File: src/rtl/pmc_pkg.sv
package pmc_pkg;
    typedef enum logic [1:0] {
        PM_RUN  = 2'd0,
        PM_IDLE = 2'd1,
        PM_DOWN = 2'd2
    } pm_state_e;

    // Field positions inside the control byte
    localparam int unsigned POS_IDLE = 0;
    localparam int unsigned POS_DOWN = 1;
    localparam int unsigned POS_GP_LO = 2;
    localparam int unsigned GP_W = 2;
    localparam int unsigned POS_POF = 4;
    localparam int unsigned POS_RSVD = 5;
    localparam int unsigned POS_FESEL = 6;
    localparam int unsigned POS_BAUD = 7;
endpackage

File: src/rtl/pmc_fields.sv
module pmc_fields
    import pmc_pkg::*;
#(
    parameter int unsigned DATA_W = 8
) (
    input  logic              clk,
    input  logic              por_n,
    input  logic              arst_n,
    input  logic              wr,
    input  logic [DATA_W-1:0] wdata,
    output logic              baud,
    output logic              fesel,
    output logic [GP_W-1:0]   gp,
    output logic              pof
);
    // Fields cleared by either reset
    always_ff @(posedge clk or negedge arst_n) begin
        if (!arst_n) begin
            baud  <= 1'b0;
            fesel <= 1'b0;
            gp    <= '0;
        end else if (wr) begin
            baud  <= wdata[POS_BAUD];
            fesel <= wdata[POS_FESEL];
            gp    <= wdata[POS_GP_LO +: GP_W];
        end
    end

    // Power-off flag: only the power-on reset touches it asynchronously
    always_ff @(posedge clk or negedge por_n) begin
        if (!por_n) begin
            pof <= 1'b1;
        end else if (wr) begin
            pof <= wdata[POS_POF];
        end
    end

    a_r5_pof_holds: assert property (@(posedge clk) disable iff (!por_n)
        !wr |=> $stable(pof));

    a_r1_fields_load: assert property (@(posedge clk) disable iff (!arst_n)
        wr |=> (baud == $past(wdata[POS_BAUD])) && (fesel == $past(wdata[POS_FESEL])));
endmodule

File: src/rtl/pmc_mode_fsm.sv
module pmc_mode_fsm
    import pmc_pkg::*;
(
    input  logic clk,
    input  logic arst_n,
    input  logic mode_wr,
    input  logic want_idle,
    input  logic want_down,
    input  logic down_allow,
    input  logic wake,
    output logic idle_req,
    output logic down_req
);
    pm_state_e state_q, state_d;

    always_ff @(posedge clk or negedge arst_n) begin
        if (!arst_n) state_q <= PM_RUN;
        else         state_q <= state_d;
    end

    always_comb begin
        state_d = state_q;
        unique case (state_q)
            PM_RUN: begin
                if (mode_wr && want_down && down_allow) state_d = PM_DOWN;
                else if (mode_wr && want_idle)          state_d = PM_IDLE;
            end
            PM_IDLE: if (wake) state_d = PM_RUN;
            PM_DOWN: if (wake) state_d = PM_RUN;
            default: state_d = PM_RUN;
        endcase
    end

    always_comb begin
        idle_req = (state_q == PM_IDLE);
        down_req = (state_q == PM_DOWN);
    end

    a_r11_one_mode: assert property (@(posedge clk) disable iff (!arst_n)
        $onehot0({idle_req, down_req}));

    a_r7_down_needs_pin: assert property (@(posedge clk) disable iff (!arst_n)
        $rose(down_req) |-> $past(mode_wr && want_down && down_allow));

    a_r9_wake_exits: assert property (@(posedge clk) disable iff (!arst_n)
        (wake && (idle_req || down_req)) |=> !idle_req && !down_req);

    a_r10_low_power_holds: assert property (@(posedge clk) disable iff (!arst_n)
        (!wake && (idle_req || down_req)) |=> $stable({idle_req, down_req}));
endmodule

File: src/rtl/pmc_ctrl.sv
module pmc_ctrl
    import pmc_pkg::*;
#(
    parameter int unsigned DATA_W = 8
) (
    input  logic              clk,
    input  logic              por_n,
    input  logic              rst_n,
    input  logic              reg_wr,
    input  logic [DATA_W-1:0] reg_wdata,
    output logic [DATA_W-1:0] reg_rdata,
    input  logic              pd_enable,
    input  logic              wake,
    output logic              idle_req,
    output logic              pdown_req,
    output logic              baud_double,
    output logic              fe_select,
    output logic [GP_W-1:0]   gp_flags
);
    logic any_rst_n;
    logic pof;

    assign any_rst_n = por_n & rst_n;

    pmc_fields #(.DATA_W(DATA_W)) u_fields (
        .clk    (clk),
        .por_n  (por_n),
        .arst_n (any_rst_n),
        .wr     (reg_wr),
        .wdata  (reg_wdata),
        .baud   (baud_double),
        .fesel  (fe_select),
        .gp     (gp_flags),
        .pof    (pof)
    );

    pmc_mode_fsm u_fsm (
        .clk        (clk),
        .arst_n     (any_rst_n),
        .mode_wr    (reg_wr),
        .want_idle  (reg_wdata[POS_IDLE]),
        .want_down  (reg_wdata[POS_DOWN]),
        .down_allow (pd_enable),
        .wake       (wake),
        .idle_req   (idle_req),
        .down_req   (pdown_req)
    );

    always_comb begin
        reg_rdata = '0;
        reg_rdata[POS_BAUD]            = baud_double;
        reg_rdata[POS_FESEL]           = fe_select;
        reg_rdata[POS_POF]             = pof;
        reg_rdata[POS_GP_LO +: GP_W]   = gp_flags;
        reg_rdata[POS_DOWN]            = pdown_req;
        reg_rdata[POS_IDLE]            = idle_req;
    end

    a_r4_warm_keeps_pof: assert property (@(posedge clk) disable iff (!por_n)
        (!rst_n && $past(!reg_wr)) |-> reg_rdata[POS_POF] == $past(reg_rdata[POS_POF]));
endmodule

File: config.mk
export PLATFORM = sky130hd
export DESIGN_NAME = pmc_ctrl
export DESIGN_NICKNAME = d
export VERILOG_FILES = /design/src/rtl/pmc_pkg.sv /design/src/rtl/pmc_fields.sv /design/src/rtl/pmc_mode_fsm.sv /design/src/rtl/pmc_ctrl.sv
export SDC_FILE = /design/constraint.sdc
export NUM_CORES = 1
export LEC_CHECK = 0
export CAP_MARGIN = 30
export CORE_MARGIN = 10
export CORE_UTILIZATION = 30
export CTS_CLUSTER_DIAMETER = 150
export CTS_CLUSTER_SIZE = 24
export DETAILED_ROUTE_END_ITERATION = 8
export DONT_BUFFER_PORTS = 1
export PLACE_DENSITY = 0.41
export SYNTH_ARGS = -nofsm -noshare
export SYNTH_HDL_FRONTEND = slang
export SYNTH_SLANG_ARGS = --single-unit
File: constraint.sdc
create_clock -name clk -period 1.4 [get_ports clk]
set_clock_uncertainty 0.2 [all_clocks]
set_input_delay 0.07 -clock clk [delete_from_list [all_inputs] [get_ports clk]]
set_output_delay 0.07 -clock clk [all_outputs]
set_load 0.01 [all_outputs]
==> Word-level counts from Yosys, hierarchy flattened <==
Index checks and enable logic that the tools add are counted.
{ "word_totals": {"register_bits": 7, "latch_bits": 0, "ram_bits": 0, "mem_bits_ro": 0, "inputBits": 14, "out_inout_bits": 14, "elab_cells": 20, "memories": 0} }
{ "op_classes": {"add_sub_neg": 0, "n_mul": 0, "n_div": 0, "n_lt_le_gt_ge": 0, "eq_ne": 4, "shift": 0, "mux": 4, "n_bitwise": 1, "n_reduce_logical": 6} }
{ "op_table": {"columns": ["operator", "n"], "rows": [
  ["$mux 2", 3],
  ["$pmux 2 s2", 1],
  ["$logic_and 1x1->1", 3],
  ["$ne 3x1->1 const B", 1],
  ["$eq 2x1->1 const B", 1],
  ["$eq 2x2->1 const B", 1],
  ["$logic_not 2->1", 1],
  ["$ne 2x1->1 const B", 1],
  ["$reduce_and 2->1", 1],
  ["$reduce_or 2->1", 1],
  ["$and 1x1->1", 1]
]} }

==> Depth between registers and ports, before layout <==
Gate-level depths: netlist (run 1).
{ "logic_depth": {"word_depth": 4, "depth_mapped": 5} }

==> Cells and area by module <==
A second synthesis (run 1) with hierarchy kept.
{ "hier_totals": {"hier_cells": 37, "hier_area_um2": 401.6} }
{ "by_module_without_submodules": {"columns": ["mod", "n_inst", "cells_each", "area_each_um2"], "rows": [
  ["pmc_fields", 1, 10, 182.7],
  ["pmc_mode_fsm", 1, 17, 148.9],
  ["pmc_ctrl", 1, 10, 70.1]
]} }

==> Worst setup path before layout (run 1) <==
Ideal clock, no wire load.
{ "synth_path": {"path_type": "reg2reg", "from": "register u_fsm.state_q[0]", "to": "register u_fsm.state_q[0]", "t_arrival_ps": 1284, "path_slack_ps": -152, "stages_incl_launch_ff": 6, "n_path_buf": 0, "path_cell_list": "dfrtp_1 > inv_1 > ha_1 > nor2b_1 > a2111o_1 > nand3_1"} }
{ "synth_between": {"elab_chain_cells": 4} }
{ "synth_rtl": {"columns": ["item", "line_no", "rtl"], "rows": [
  ["start: declaration", "pmc_mode_fsm.sv:14", "pm_state_e state_q, state_d;"],
  ["start signal: assignment", "pmc_mode_fsm.sv:18", "else state_q <= state_d;"],
  ["$eq 2x1->1 or $eq 2x2->1 (tied branches)", "pmc_mode_fsm.sv:23", "unique case (state_q)"],
  ["$reduce_or 2->1 (no source line)", null, null],
  ["$ne 2x1->1 (no source line)", null, null],
  ["$reduce_and 2->1 (no source line)", null, null]
]} }
Parallel ways exist; a longest one is shown, timed or not.
A chain may end at the register's enable or synchronous reset.

==> Final worst setup path (run 1) <==
{ "layout_path": {"from": "register u_fsm.state_q[1]", "to": "register u_fsm.state_q[0]"} }
The elaborated chain is that of the path after synthesis.

==> report_table.html, run 1 <==
<table>
<tr><th>Metric</th><th>Value</th></tr>
<tr><th colspan="2">CTS</th></tr>
<tr><td>Number of H-tree levels</td><td>1</td></tr>
<tr><td>Inserted Clock Buffers</td><td>3</td></tr>
<tr><td>Clock edge transition at the registers on the reported setup and hold paths</td><td>around 50 ps</td></tr>
<tr><td>CTS max path bufs</td><td>2</td></tr>
<tr><td>Later-pin clock latency in the skew report</td><td>between 200 and 250 ps</td></tr>
<tr><td>CTS Hold Buffers Added</td><td>10</td></tr>
<tr><td>Sink Count</td><td>7</td></tr>
<tr><td>Clock tree from TritonCTS</td><td>yes</td></tr>
<tr><td>Cell chosen for the clock root</td><td>clkbuf_4</td></tr>
<tr><th colspan="2">STA</th></tr>
<tr><td>Hold violation count in the final report</td><td>2</td></tr>
<tr><td>Number of pins exceeding their max-slew limit in the final report</td><td>0</td></tr>
<tr><td>Final setup fails</td><td>1</td></tr>
<tr><td>Worst hold slack</td><td>-156 ps</td></tr>
<tr><td>Post-route clock period utilization</td><td>102%</td></tr>
<tr><td>Final worst setup slack</td><td>-30.2 ps</td></tr>
<tr><td>Max Clk Rate</td><td>approximately 700 MHz</td></tr>
<tr><td>Post-route setup TNS</td><td>-30.2 ps</td></tr>
<tr><td>Setup repair after global routing missed its margin</td><td>yes</td></tr>
<tr><td>Min Tclk post-route</td><td>~1400 ps</td></tr>
<tr><th colspan="2">Worst hold path</th></tr>
<tr><td>Hold-critical path depth</td><td>3</td></tr>
<tr><td>Class of the tightest hold or removal check</td><td>input port to register</td></tr>
<tr><th colspan="2">Place</th></tr>
<tr><td>Weighted congestion reported at the end of routability-driven placement</td><td>roughly 0.64</td></tr>
<tr><td>Placed cells</td><td>48</td></tr>
<tr><td>Dpl cell area</td><td>404 sq um</td></tr>
<tr><td>Dpl ws</td><td>-70.0 ps</td></tr>
<tr><td>Quantity of I/O buffers inserted on ports</td><td>0</td></tr>
<tr><th colspan="2">Synth</th></tr>
<tr><td>Number of nets produced by synthesis</td><td>55</td></tr>
<tr><td>Warning count from the yosys run</td><td>0</td></tr>
<tr><td>Average instance area after synthesis</td><td>approximately 11 sq um</td></tr>
<tr><td>Post-Synthesis Cell Area</td><td>~420 sq um</td></tr>
<tr><td>Area leader, netlist</td><td>dfrtp_1</td></tr>
<tr><td>Flip-flop and latch count after synthesis</td><td>7</td></tr>
<tr><td>Mapped Cells</td><td>38</td></tr>
<tr><td>Top cells by area, synth</td><td>dfrtp_1 36%, buf_4 14%, mux2_2 13%, ha_1 9.0%, dfstp_2 6.3%</td></tr>
<tr><td>Synth top area share</td><td>~36%</td></tr>
<tr><td>Sequential area share after synthesis</td><td>a little over two fifths</td></tr>
<tr><td>Number of distinct library cells after synthesis</td><td>16</td></tr>
<tr><th colspan="2">Layout</th></tr>
<tr><td>Final cell utilization of the core</td><td>approximately 43%</td></tr>
<tr><td>Nets</td><td>66</td></tr>
<tr><td>Fill cell count</td><td>around 120</td></tr>
<tr><td>Share of final-layout standard cells stronger than drive strength 1</td><td>a little over two fifths</td></tr>
<tr><td>Antenna diode count</td><td>0</td></tr>
<tr><td>Fin cells</td><td>63</td></tr>
<tr><td>Growth of design area from synthesis to finish</td><td>34.9%</td></tr>
<tr><td>Final Instance Area</td><td>566 sq um</td></tr>
<tr><th colspan="2">Setup path</th></tr>
<tr><td>Arrival time of data at the critical path endpoint</td><td>between 1000 and 1500 ps</td></tr>
<tr><td>Top fanout value on the critical path</td><td>4</td></tr>
<tr><td>Path type of the worst setup path</td><td>register to register</td></tr>
<tr><td>Kind of start point of the critical path</td><td>register</td></tr>
<tr><td>CP Capture Type</td><td>register</td></tr>
<tr><td>Worst endpoint required time</td><td>1380 ps</td></tr>
<tr><td>Number of cells on the worst reg-to-reg path</td><td>5</td></tr>
<tr><th colspan="2">Power</th></tr>
<tr><td>Sw power</td><td>about 300 uW</td></tr>
<tr><td>Clock network fraction of total power</td><td>20.1%</td></tr>
<tr><td>Switch share</td><td>between 30% and 40%</td></tr>
<tr><td>Internal power of the cells</td><td>about 580 uW</td></tr>
<tr><td>Leakage component of the power</td><td>around 0.25 nW</td></tr>
<tr><td>VDD IR-drop max</td><td>~540 uV</td></tr>
<tr><td>Seq pwr share</td><td>32.6%</td></tr>
<tr><td>Ratio of total power to cell area</td><td>between 1500 and 2000 nW/um^2</td></tr>
<tr><td>Post-layout power</td><td>around 880 uW</td></tr>
<tr><td>Combinational share of power</td><td>47.3%</td></tr>
<tr><th colspan="2">Detailed routing</th></tr>
<tr><td>Count of antenna-violating nets left after detailed routing</td><td>0</td></tr>
<tr><td>Via count</td><td>between 200 and 300</td></tr>
<tr><td>Average via count per standard cell</td><td>roughly 4.5</td></tr>
<tr><td>Number of DRC markers after the initial detailed-route iteration</td><td>0</td></tr>
<tr><td>Total wire length after detailed routing</td><td>974 um</td></tr>
<tr><td>Number of detailed-route iterations in the first pass</td><td>1</td></tr>
<tr><td>DRC</td><td>0</td></tr>
<tr><td>Drt wl/cell</td><td>roughly 15 um</td></tr>
<tr><th colspan="2">Global route</th></tr>
<tr><td>GRT overflow</td><td>0</td></tr>
<tr><td>Vias in the first global route</td><td>356</td></tr>
<tr><td>Wire length of the first global-routing pass</td><td>approximately 1.7 mm</td></tr>
<tr><td>Total Routing Usage GR</td><td>6.78%</td></tr>
<tr><td>Initial antenna violation count</td><td>0</td></tr>
<tr><td>Pin count of the biggest net entering global routing</td><td>8</td></tr>
<tr><th colspan="2">Die</th></tr>
<tr><td>Starting density of the core</td><td>31.8%</td></tr>
<tr><td>I/O pin total</td><td>28</td></tr>
<tr><td>Row count</td><td>13</td></tr>
<tr><td>Die Span Y</td><td>57.4 um</td></tr>
<tr><td>CORE AREA</td><td>between 1000 and 1500 sq um</td></tr>
<tr><td>Die width</td><td>57.4 um</td></tr>
<tr><td>Die Outline Area</td><td>about 3300 sq um</td></tr>
<tr><th colspan="2">Job</th></tr>
<tr><td>Number of maximum-capacitance violations</td><td>0</td></tr>
<tr><th colspan="2">Run status</th></tr>
<tr><td>Violations in the final reports</td><td>negative hold slack, negative setup slack</td></tr>
<tr><td>Run status</td><td>finished, violations left</td></tr>
</table>
-- sequential cells by signal, indices dropped and copies added (netlist names) --
| register | cells |
|---|---|
| u_fields.baud | 1 |
| u_fields.fesel | 1 |
| u_fields.gp | 2 |
| u_fields.pof | 1 |
| u_fsm.state_q | 2 |
-- layout make-up --
type,count,area (sq um),area share [%]
Inverter,3,11.3,1.99
Multi-Input combinational cell,19,195,34.5
Timing Repair Buffer,15,138,24.3
Tap cell,15,18.8,3.32
Sequential cell,7,176,31.2
Clock buffer,4,26.3,4.65
-- path summary, 6_finish.rpt --
kind	startpoint	end	slack [ps]
min	wake	u_fsm.state_q[0]$_DFFE_PN0P_	-160
max reg2reg	u_fsm.state_q[1]$_DFFE_PN0P_	u_fsm.state_q[0]$_DFFE_PN0P_	-30
min in group asynchronous	por_n	u_fields.pof$_DFFE_PN1P_	20
max in group asynchronous	por_n	u_fields.fesel$_DFFE_PN0P_	700
min reg2reg	u_fields.pof$_DFFE_PN1P_	u_fields.pof$_DFFE_PN1P_	450
max	u_fsm.state_q[1]$_DFFE_PN0P_	u_fsm.state_q[0]$_DFFE_PN0P_	-30
-- cell families after synthesis --
family | synth area share [%]
adder cells (fa/ha/maj) | 8.96
multiplexers | 13.4
flip-flops | 42.1
buffers and inverters | 19.7
other | 0.895
AND/OR/NAND/NOR | 8.96
AO/OA/AOI/OAI | 5.97
-- power groups by stage --
| stage | sequential (mW) | clock [mW] | combinational [mW] |
|---|---|---|---|
| after floorplan | 0.275 | 0 | 0.262 |
| after global placement | 0.287 | 0 | 0.298 |
| after detailed placement | 0.289 | 0 | 0.325 |
| after CTS | 0.289 | 0.189 | 0.401 |
| after global routing | 0.293 | 0.208 | 0.470 |
| final | 0.288 | 0.177 | 0.417 |
-- worst max-delay path, stage by stage (launching register included) --
cell and delay, ps:
dfrtp_1 390, inv_2 90, ha_4 200, nor2b_4 130, a2111o_1 280, nand3_1 80
-- Yosys cell counts, drive strengths merged --
library cell,count
a21oi,1
nand2,2
o32ai,1
nor2b,1
buf,9
nand3,3
a2111o,1
dfrtp,6
dfstp,1
inv,3
ha,3
conb,1
mux2,5
and2,1
-- cells in the final DEF (no fill, tap or decap) --
cell and count:
dlygate4sd3_1 10, mux2_2 5, nand2_2 1, ha_2 1, buf_4 5, inv_1 1
nand2_1 1, nand3_1 3, clkbuf_1 1, dfstp_2 1, dfrtp_1 6, and2_1 1
o32ai_1 1, clkbuf_4 3, ha_4 2, a2111o_1 1, conb_1 1, nor2b_4 1
a21oi_1 1, inv_2 2
-- routing by layer --
metal | up-vias | global-route usage [%] | share of wire [%]
li1 | 137 | - | -
met1 | 133 | 6.10 | 36
met2 | 16 | 11.5 | 52
met3 | 0 | 5.31 | 11
met4 | 0 | 2.01 | 0
met5 | - | 0 | 0
-- what timing repair did --
item	in CTS	in global routing
gates cloned	0	0
hold endpoints to repair	14	2
resized for setup	3	3
setup buffers	1	0
setup endpoints to repair	2	6
(Power assumes the default switching activity.)
==> run 2, diff against run 1 <==
--- a/config.mk
+++ b/config.mk
@@ -13,6 +13,7 @@
 export DETAILED_ROUTE_END_ITERATION = 8
 export DONT_BUFFER_PORTS = 1
 export PLACE_DENSITY = 0.41
+export REMOVE_ABC_BUFFERS = 1
 export SYNTH_ARGS = -nofsm -noshare
 export SYNTH_HDL_FRONTEND = slang
 export SYNTH_SLANG_ARGS = --single-unit
==> report_table.html, run 2 (same netlist as run 1, synthesis figures left out) <==
<table>
<tr><th>Metric</th><th>Value</th></tr>
<tr><th colspan="2">Die</th></tr>
<tr><td>Starting density of the core</td><td>31.8% (unchanged)</td></tr>
<tr><td>I/O pin total</td><td>28 (unchanged)</td></tr>
<tr><td>Row count</td><td>13 (unchanged)</td></tr>
<tr><td>Die Outline Area</td><td>3290 sq um (unchanged)</td></tr>
<tr><td>CORE AREA</td><td>1320 sq um (unchanged)</td></tr>
<tr><td>Die Span Y</td><td>57.4 um (unchanged)</td></tr>
<tr><td>Die width</td><td>57.4 um (unchanged)</td></tr>
<tr><th colspan="2">Global route</th></tr>
<tr><td>Vias in the first global route</td><td>324 (was 356)</td></tr>
<tr><td>Busiest layer in global routing</td><td>met2 (unchanged)</td></tr>
<tr><td>Initial antenna violation count</td><td>0 (unchanged)</td></tr>
<tr><td>Met2 routing resource usage after global routing</td><td>8.74% (was 11.5%)</td></tr>
<tr><td>Total Routing Usage GR</td><td>5.26% (was 6.78%)</td></tr>
<tr><td>Pin count of the biggest net entering global routing</td><td>8 (unchanged)</td></tr>
<tr><td>GRT met1 Usage</td><td>5.38% (was 6.10%)</td></tr>
<tr><td>Global routing usage on met3</td><td>2.88% (was 5.31%)</td></tr>
<tr><td>Wire length of the first global-routing pass</td><td>1.37 mm (was 1.73 mm)</td></tr>
<tr><td>GRT overflow</td><td>0 (unchanged)</td></tr>
<tr><th colspan="2">Power</th></tr>
<tr><td>Combinational share of power</td><td>53.0% (was 47.3%)</td></tr>
<tr><td>Seq pwr share</td><td>29.0% (was 32.6%)</td></tr>
<tr><td>Post-layout power</td><td>982 uW (was 881 uW)</td></tr>
<tr><td>Switch share</td><td>34.6% (was 33.9%)</td></tr>
<tr><td>VDD IR-drop max</td><td>542 uV (was 537 uV)</td></tr>
<tr><td>Sw power</td><td>340 uW (was 299 uW)</td></tr>
<tr><td>Clock network fraction of total power</td><td>18.0% (was 20.1%)</td></tr>
<tr><td>Ratio of total power to cell area</td><td>1610 nW/um^2 (was 1560 nW/um^2)</td></tr>
<tr><td>Internal power of the cells</td><td>642 uW (was 582 uW)</td></tr>
<tr><td>Leakage component of the power</td><td>0.263 nW (was 0.245 nW)</td></tr>
<tr><th colspan="2">Detailed routing</th></tr>
<tr><td>Via count</td><td>300 (was 286)</td></tr>
<tr><td>Average via count per standard cell</td><td>4.62 (was 4.54)</td></tr>
<tr><td>Total wire length after detailed routing</td><td>954 um (was 974 um)</td></tr>
<tr><td>Count of antenna-violating nets left after detailed routing</td><td>0 (unchanged)</td></tr>
<tr><td>Number of DRC markers after the initial detailed-route iteration</td><td>1 (was 0)</td></tr>
<tr><td>Drt wl/cell</td><td>14.7 um (was 15.5 um)</td></tr>
<tr><td>Number of detailed-route iterations in the first pass</td><td>2 (was 1)</td></tr>
<tr><td>DRC</td><td>0 (unchanged)</td></tr>
<tr><th colspan="2">CTS</th></tr>
<tr><td>Clock edge transition at the registers on the reported setup and hold paths</td><td>50 ps (about the same)</td></tr>
<tr><td>Later-pin clock latency in the skew report</td><td>240 ps (about the same)</td></tr>
<tr><td>CTS max path bufs</td><td>2 (unchanged)</td></tr>
<tr><td>Inserted Clock Buffers</td><td>3 (unchanged)</td></tr>
<tr><td>Cell chosen for the clock root</td><td>clkbuf_4 (unchanged)</td></tr>
<tr><td>Clock tree from TritonCTS</td><td>yes (unchanged)</td></tr>
<tr><td>Sink Count</td><td>7 (unchanged)</td></tr>
<tr><td>Number of H-tree levels</td><td>1 (unchanged)</td></tr>
<tr><th colspan="2">STA</th></tr>
<tr><td>Min Tclk post-route</td><td>1430 ps (about the same)</td></tr>
<tr><td>Hold violation count in the final report</td><td>2 (unchanged)</td></tr>
<tr><td>Final setup fails</td><td>2 (was 1)</td></tr>
<tr><td>Max Clk Rate</td><td>701 MHz (was 699 MHz)</td></tr>
<tr><td>Setup repair after global routing missed its margin</td><td>yes (unchanged)</td></tr>
<tr><td>Worst hold slack</td><td>-57.5 ps (was -156 ps)</td></tr>
<tr><td>Post-route setup TNS</td><td>-49.9 ps (was -30.2 ps)</td></tr>
<tr><td>Post-route clock period utilization</td><td>102% (about the same)</td></tr>
<tr><td>Number of pins exceeding their max-slew limit in the final report</td><td>0 (unchanged)</td></tr>
<tr><td>Final worst setup slack</td><td>-26.9 ps (was -30.2 ps)</td></tr>
<tr><th colspan="2">Setup path</th></tr>
<tr><td>Top fanout value on the critical path</td><td>2 (was 4)</td></tr>
<tr><td>CP Capture Type</td><td>register (unchanged)</td></tr>
<tr><td>Capture instance of the worst register-to-register path</td><td>u_fsm.state_q[0]$_DFFE_PN0P_ (unchanged)</td></tr>
<tr><td>Max stage delay cell, worst path</td><td>dfrtp_1 (unchanged)</td></tr>
<tr><td>Internal reg-to-reg setup slack</td><td>-30 ps (about the same)</td></tr>
<tr><td>Cells along the critical path</td><td>inv_2 &gt; ha_4 &gt; nor2b_4 &gt; a2111o_1 &gt; nand3_2 (was inv_2 &gt; ha_4 &gt; nor2b_4 &gt; a2111o_1 &gt; nand3_1)</td></tr>
<tr><td>Number of cells on the worst reg-to-reg path</td><td>5 (unchanged)</td></tr>
<tr><td>Kind of start point of the critical path</td><td>register (unchanged)</td></tr>
<tr><td>Arrival time of data at the critical path endpoint</td><td>1410 ps (about the same)</td></tr>
<tr><td>Worst setup path startpoint</td><td>u_fsm.state_q[0]$_DFFE_PN0P_ (was u_fsm.state_q[1]$_DFFE_PN0P_)</td></tr>
<tr><td>Worst endpoint required time</td><td>1380 ps (about the same)</td></tr>
<tr><td>Critical path's largest stage delay</td><td>390 ps (about the same)</td></tr>
<tr><td>Termination of the worst setup path</td><td>u_fsm.state_q[0]$_DFFE_PN0P_ (unchanged)</td></tr>
<tr><td>Path type of the worst setup path</td><td>register to register (unchanged)</td></tr>
<tr><td>Startpoint of the worst-slack reg-to-reg timing path</td><td>u_fsm.state_q[0]$_DFFE_PN0P_ (was u_fsm.state_q[1]$_DFFE_PN0P_)</td></tr>
<tr><th colspan="2">Layout</th></tr>
<tr><td>Multi-input logic area</td><td>219 sq um (was 195 sq um)</td></tr>
<tr><td>Final cell utilization of the core</td><td>46.3% (was 42.9%)</td></tr>
<tr><td>Fill cell count</td><td>115 (was 123)</td></tr>
<tr><td>Antenna diode count</td><td>0 (unchanged)</td></tr>
<tr><td>Most common cell after layout, fill and taps aside</td><td>dlygate4sd3_1 (unchanged)</td></tr>
<tr><td>Share of final-layout standard cells stronger than drive strength 1</td><td>52.0% (was 43.8%)</td></tr>
<tr><td>Growth of design area from synthesis to finish</td><td>45.7% (was 34.9%)</td></tr>
<tr><td>Largest registers</td><td>u_fields.gp: 2 flops, u_fsm.state_q: 2 flops (unchanged)</td></tr>
<tr><td>Sequential cell area in the final layout</td><td>176 sq um (unchanged)</td></tr>
<tr><td>Top library cells by usage in the layout, fill and taps aside</td><td>11 x dlygate4sd3_1, 6 x dfrtp_1, 5 x mux2_2, 5 x buf_4 (was 10 x dlygate4sd3_1, 6 x dfrtp_1, 5 x mux2_2, 5 x buf_4)</td></tr>
<tr><td>Nets</td><td>68 (was 66)</td></tr>
<tr><th colspan="2">Worst hold path</th></tr>
<tr><td>Class of the tightest hold or removal check</td><td>input port to register (unchanged)</td></tr>
<tr><td>Hold-critical path depth</td><td>3 (unchanged)</td></tr>
<tr><th colspan="2">Place</th></tr>
<tr><td>Weighted congestion reported at the end of routability-driven placement</td><td>0.596 (was 0.640)</td></tr>
<tr><td>Quantity of I/O buffers inserted on ports</td><td>0 (unchanged)</td></tr>
<tr><td>DPL Wire Length</td><td>692 um</td></tr>
<tr><th colspan="2">Run status</th></tr>
<tr><td>Violations in the final reports</td><td>negative hold slack, negative setup slack (unchanged)</td></tr>
<tr><td>Run status</td><td>finished, violations left (unchanged)</td></tr>
<tr><th colspan="2">Job</th></tr>
<tr><td>Number of maximum-capacitance violations</td><td>0 (unchanged)</td></tr>
</table>
[run 2: critical path, delay by kind of cell, from the launching register on]
kind / cells / cell delay (ps)
compound gates: 1 / 290
fa+ha+maj: 1 / 200
buf+inv: 1 / 90
flops: 1 / 390
simple gates: 2 / 180
[run 2: metrics by stage]
stage               std cells  area, sq um  hold WS (ps)  setup slack, ps
floorplan                  29          348          -278             -152
global placement           49          404          -278             -110
detailed placement         49          404          -278             -136
CTS                        63          576          -154            -9.40
global route               65          611         -43.6            -79.8
finish                     65          611         -57.5            -26.9
[run 2: layer usage]
metal | up-vias | part of all wire [%] | wire length [um]
met2 | 15 | 55 | 528
met1 | 142 | 37 | 349
met5 | - | 0 | 0
met3 | 0 | 8.0 | 76
met4 | 0 | 0 | 0
li1 | 143 | - | -
[run 2: timing repair]
item                       in CTS  in global routing
pin swaps                       4                  3
hold buffers                    9                  2
resized for setup              10                  4
buffers inserted                1                  0
hold endpoints to repair       14                  2
setup endpoints to repair       2                  6
[run 2: power by group through the flow]
stage / clock [mW] / combinational [mW] / sequential [mW]
2_1_floorplan: 0 / 0.178 / 0.283
3_3_place_gp: 0 / 0.289 / 0.284
3_5_place_dp: 0 / 0.300 / 0.284
4_1_cts: 0.186 / 0.458 / 0.286
5_1_grt: 0.197 / 0.568 / 0.291
6_report: 0.176 / 0.521 / 0.285
[run 2: how the worst min path moves through the flow]
stage,startpoint,endpoint,slack [ps]
2_1_floorplan,por_n,u_fields.pof$_DFFE_PN1P_,-280
3_3_place_gp,por_n,u_fields.pof$_DFFE_PN1P_,-280
3_5_place_dp,por_n,u_fields.pof$_DFFE_PN1P_,-280
4_1_cts,pd_enable,u_fsm.state_q[0]$_DFFE_PN0P_,-150
5_1_grt,wake,u_fsm.state_q[1]$_DFFE_PN0P_,-40
6_report,wake,u_fsm.state_q[0]$_DFFE_PN0P_,-60
[run 2: final cells by class]
class	count	share of cell area, %
multi-input cells	19	35.9
flip-flops and latches	7	28.9
repair buffers	17	26.0
clock buffers	4	4.30
well taps	15	3.07
inverters	3	1.84
==> run 3, diff against run 2 <==
--- a/config.mk
+++ b/config.mk
@@ -5,14 +5,14 @@
 export SDC_FILE = /design/constraint.sdc
 export NUM_CORES = 1
 export LEC_CHECK = 0
+export BUFFER_PORTS_ARGS = -buffer_cell sky130_fd_sc_hd__buf_2
 export CAP_MARGIN = 30
 export CORE_MARGIN = 10
 export CORE_UTILIZATION = 30
 export CTS_CLUSTER_DIAMETER = 150
 export CTS_CLUSTER_SIZE = 24
 export DETAILED_ROUTE_END_ITERATION = 8
-export DONT_BUFFER_PORTS = 1
-export PLACE_DENSITY = 0.41
+export PLACE_DENSITY = 0.59
 export REMOVE_ABC_BUFFERS = 1
 export SYNTH_ARGS = -nofsm -noshare
 export SYNTH_HDL_FRONTEND = slang
==> constraint.sdc (replaced) <==
create_clock -name clk -period 1.4 [get_ports clk]
set_clock_uncertainty 0.2 [all_clocks]
set_input_delay 0.07 -clock clk [delete_from_list [all_inputs] [get_ports clk]]
set_output_delay 0.07 -clock clk [all_outputs]
set_load 0.1 [all_outputs]
==> report_table.html, run 3 (same netlist as run 1, synthesis figures left out) <==
<table>
<tr><th>Metric</th><th>Value</th></tr>
<tr><th colspan="2">Die</th></tr>
<tr><td>Row count</td><td>13 (unchanged)</td></tr>
<tr><td>Die Span Y</td><td>57.4 um (unchanged)</td></tr>
<tr><td>Die Outline Area</td><td>3290 sq um (unchanged)</td></tr>
<tr><td>Die width</td><td>57.4 um (unchanged)</td></tr>
<tr><td>Starting density of the core</td><td>31.8% (unchanged)</td></tr>
<tr><td>CORE AREA</td><td>1320 sq um (unchanged)</td></tr>
<tr><td>I/O pin total</td><td>28 (unchanged)</td></tr>
<tr><th colspan="2">Global route</th></tr>
<tr><td>Wire length of the first global-routing pass</td><td>2.15 mm (was 1.37 mm)</td></tr>
<tr><td>Initial antenna violation count</td><td>0 (unchanged)</td></tr>
<tr><td>Vias in the first global route</td><td>484 (was 324)</td></tr>
<tr><td>GRT overflow</td><td>0 (unchanged)</td></tr>
<tr><td>Total Routing Usage GR</td><td>8.10% (was 5.26%)</td></tr>
<tr><td>Pin count of the biggest net entering global routing</td><td>8 (unchanged)</td></tr>
<tr><th colspan="2">Place</th></tr>
<tr><td>Placed cells</td><td>73 (was 49)</td></tr>
<tr><td>Dpl ws</td><td>-152 ps (was -136 ps)</td></tr>
<tr><td>Quantity of I/O buffers inserted on ports</td><td>25 (was 0)</td></tr>
<tr><td>Dpl cell area</td><td>597 sq um (was 404 sq um)</td></tr>
<tr><td>DPL Wire Length</td><td>926 um (was 692 um)</td></tr>
<tr><td>Weighted congestion reported at the end of routability-driven placement</td><td>0.713 (was 0.596)</td></tr>
<tr><th colspan="2">STA</th></tr>
<tr><td>Final setup fails</td><td>6 (was 2)</td></tr>
<tr><td>Post-route setup TNS</td><td>-210 ps (was -49.9 ps)</td></tr>
<tr><td>Worst hold slack</td><td>5.29 ps (was -57.5 ps)</td></tr>
<tr><td>Max Clk Rate</td><td>683 MHz (was 701 MHz)</td></tr>
<tr><td>Final worst setup slack</td><td>-63.1 ps (was -26.9 ps)</td></tr>
<tr><td>Min Tclk post-route</td><td>1460 ps (was 1430 ps)</td></tr>
<tr><td>Setup repair after global routing missed its margin</td><td>yes (unchanged)</td></tr>
<tr><td>Number of pins exceeding their max-slew limit in the final report</td><td>0 (unchanged)</td></tr>
<tr><td>Post-route clock period utilization</td><td>105% (was 102%)</td></tr>
<tr><td>Hold violation count in the final report</td><td>0 (was 2)</td></tr>
<tr><th colspan="2">Detailed routing</th></tr>
<tr><td>Drt wl/cell</td><td>14.4 um (was 14.7 um)</td></tr>
<tr><td>DRC</td><td>0 (unchanged)</td></tr>
<tr><td>Number of DRC markers after the initial detailed-route iteration</td><td>4 (was 1)</td></tr>
<tr><td>Average via count per standard cell</td><td>4.51 (was 4.62)</td></tr>
<tr><td>Total wire length after detailed routing</td><td>1.30 mm (was 954 um)</td></tr>
<tr><td>Number of detailed-route iterations in the first pass</td><td>4 (was 2)</td></tr>
<tr><td>Count of antenna-violating nets left after detailed routing</td><td>0 (unchanged)</td></tr>
<tr><td>Via count</td><td>406 (was 300)</td></tr>
<tr><th colspan="2">Setup path</th></tr>
<tr><td>Top fanout value on the critical path</td><td>3 (was 2)</td></tr>
<tr><td>CP Capture Type</td><td>register (unchanged)</td></tr>
<tr><td>Number of cells on the worst reg-to-reg path</td><td>6 (was 5)</td></tr>
<tr><td>Max stage delay cell, worst path</td><td>dfrtp_1 (unchanged)</td></tr>
<tr><td>Startpoint of the worst-slack reg-to-reg timing path</td><td>u_fsm.state_q[0]$_DFFE_PN0P_ (unchanged)</td></tr>
<tr><td>Capture instance of the worst register-to-register path</td><td>u_fsm.state_q[1]$_DFFE_PN0P_ (was u_fsm.state_q[0]$_DFFE_PN0P_)</td></tr>
<tr><td>Arrival time of data at the critical path endpoint</td><td>1390 ps (was 1410 ps)</td></tr>
<tr><td>Critical path's largest stage delay</td><td>400 ps (was 390 ps)</td></tr>
<tr><td>Worst endpoint required time</td><td>1320 ps (was 1380 ps)</td></tr>
<tr><td>Kind of start point of the critical path</td><td>register (unchanged)</td></tr>
<tr><td>Internal reg-to-reg setup slack</td><td>-60 ps (was -30 ps)</td></tr>
<tr><td>Cells along the critical path</td><td>inv_2 &gt; ha_4 &gt; nor2b_4 &gt; buf_6 &gt; a21oi_2 &gt; o32ai_2 (was inv_2 &gt; ha_4 &gt; nor2b_4 &gt; a2111o_1 &gt; nand3_2)</td></tr>
<tr><td>Path type of the worst setup path</td><td>register to register (unchanged)</td></tr>
<tr><th colspan="2">Power</th></tr>
<tr><td>Post-layout power</td><td>1.76 mW (was 982 uW)</td></tr>
<tr><td>Switch share</td><td>51.4% (was 34.6%)</td></tr>
<tr><td>Ratio of total power to cell area</td><td>2160 nW/um^2 (was 1610 nW/um^2)</td></tr>
<tr><td>Seq pwr share</td><td>15.5% (was 29.0%)</td></tr>
<tr><td>Clock network fraction of total power</td><td>10.2% (was 18.0%)</td></tr>
<tr><td>Combinational share of power</td><td>74.3% (was 53.0%)</td></tr>
<tr><td>Leakage component of the power</td><td>0.386 nW (was 0.263 nW)</td></tr>
<tr><td>VDD IR-drop max</td><td>1140 uV (was 542 uV)</td></tr>
<tr><td>Internal power of the cells</td><td>857 uW (was 642 uW)</td></tr>
<tr><td>Sw power</td><td>906 uW (was 340 uW)</td></tr>
<tr><th colspan="2">Worst hold path</th></tr>
<tr><td>Hold-critical path endpoint</td><td>u_fields.gp[0]$_DFFE_PN0P_ (was u_fsm.state_q[0]$_DFFE_PN0P_)</td></tr>
<tr><td>Class of the tightest hold or removal check</td><td>input port to register (unchanged)</td></tr>
<tr><td>Hold-critical path depth</td><td>2 (was 3)</td></tr>
<tr><td>Worst hold start</td><td>reg_wr (was wake)</td></tr>
<tr><th colspan="2">Run status</th></tr>
<tr><td>Violations in the final reports</td><td>negative setup slack (was negative hold slack, negative setup slack)</td></tr>
<tr><td>Run status</td><td>finished, violations left (unchanged)</td></tr>
<tr><th colspan="2">Job</th></tr>
<tr><td>Number of maximum-capacitance violations</td><td>0 (unchanged)</td></tr>
<tr><th colspan="2">Layout</th></tr>
<tr><td>Growth of design area from synthesis to finish</td><td>94.6% (was 45.7%)</td></tr>
<tr><td>Final Instance Area</td><td>816 sq um (was 611 sq um)</td></tr>
<tr><td>Fill cell count</td><td>101 (was 115)</td></tr>
<tr><td>Largest registers</td><td>u_fields.gp: 2 flops, u_fsm.state_q: 2 flops (unchanged)</td></tr>
<tr><td>Antenna diode count</td><td>0 (unchanged)</td></tr>
<tr><td>Top library cells by usage in the layout, fill and taps aside</td><td>20 x buf_2, 11 x dlygate4sd3_1, 6 x dfrtp_1 (was 11 x dlygate4sd3_1, 6 x dfrtp_1, 5 x mux2_2, 5 x buf_4)</td></tr>
<tr><td>Share of final-layout standard cells stronger than drive strength 1</td><td>65.3% (was 52.0%)</td></tr>
<tr><td>Most common cell after layout, fill and taps aside</td><td>buf_2 (was dlygate4sd3_1)</td></tr>
<tr><td>Fin cells</td><td>90 (was 65)</td></tr>
<tr><td>Nets</td><td>93 (was 68)</td></tr>
<tr><td>Final cell utilization of the core</td><td>61.9% (was 46.3%)</td></tr>
<tr><th colspan="2">CTS</th></tr>
<tr><td>Inserted Clock Buffers</td><td>3 (unchanged)</td></tr>
<tr><td>Sink Count</td><td>7 (unchanged)</td></tr>
<tr><td>Cell chosen for the clock root</td><td>clkbuf_4 (unchanged)</td></tr>
<tr><td>Clock edge transition at the registers on the reported setup and hold paths</td><td>50 ps (about the same)</td></tr>
<tr><td>Number of H-tree levels</td><td>1 (unchanged)</td></tr>
<tr><td>Clock tree from TritonCTS</td><td>yes (unchanged)</td></tr>
<tr><td>CTS max path bufs</td><td>2 (unchanged)</td></tr>
<tr><td>Later-pin clock latency in the skew report</td><td>240 ps (about the same)</td></tr>
</table>
[run 3: final cells by class]
class / count / area, sq um / share of cell area [%]
timing repair buffer: 42 / 367 / 44.9
sequential: 7 / 176 / 21.6
tap: 15 / 18.8 / 2.30
inverter: 3 / 11.3 / 1.38
clock buffer: 4 / 26.3 / 3.22
multi-input combinational: 19 / 216 / 26.5
[run 3: critical path: cells and delay by family, from the launching register on]
kind / cells / cell delay [ps]
flip-flops: 1 / 400
AND/OR/NAND/NOR: 1 / 130
adder cells (fa/ha/maj): 1 / 200
AO/OA/AOI/OAI: 2 / 200
buffers and inverters: 2 / 200
[run 3: how the worst max path moves through the flow]
stage,cells after the start,from,slack [ps],endpoint
2_1_floorplan,2,u_fsm.state_q[0]$_DFFE_PN0P_,-780,pdown_req
3_3_place_gp,5,u_fsm.state_q[0]$_DFFE_PN0P_,-130,u_fsm.state_q[0]$_DFFE_PN0P_
3_5_place_dp,5,u_fsm.state_q[0]$_DFFE_PN0P_,-150,u_fsm.state_q[0]$_DFFE_PN0P_
4_1_cts,6,u_fsm.state_q[1]$_DFFE_PN0P_,-30,u_fsm.state_q[1]$_DFFE_PN0P_
5_1_grt,6,u_fsm.state_q[0]$_DFFE_PN0P_,-130,u_fsm.state_q[1]$_DFFE_PN0P_
6_report,6,u_fsm.state_q[0]$_DFFE_PN0P_,-60,u_fsm.state_q[1]$_DFFE_PN0P_
[run 3: power groups by stage]
| stage | combinational, mW | sequential, mW | clock [mW] |
|---|---|---|---|
| floorplan | 0.519 | 0.464 | 0 |
| global placement | 1.07 | 0.269 | 0 |
| detailed placement | 1.08 | 0.270 | 0 |
| CTS | 1.21 | 0.268 | 0.189 |
| global route | 1.37 | 0.278 | 0.205 |
| finish | 1.31 | 0.273 | 0.179 |
[run 3: layer usage]
metal	wire length [um]	track usage [%]
met5	0	0
met3	160	4.42
met4	10	5.03
met2	589	11.8
met1	540	8.93
[run 3: what timing repair did]
item,CTS,global route
pin swaps,5,4
hold buffers,11,0
setup endpoints to repair,6,6
resized for setup,8,7
buffers inserted,1,1
endpoints found under the hold margin,14,0
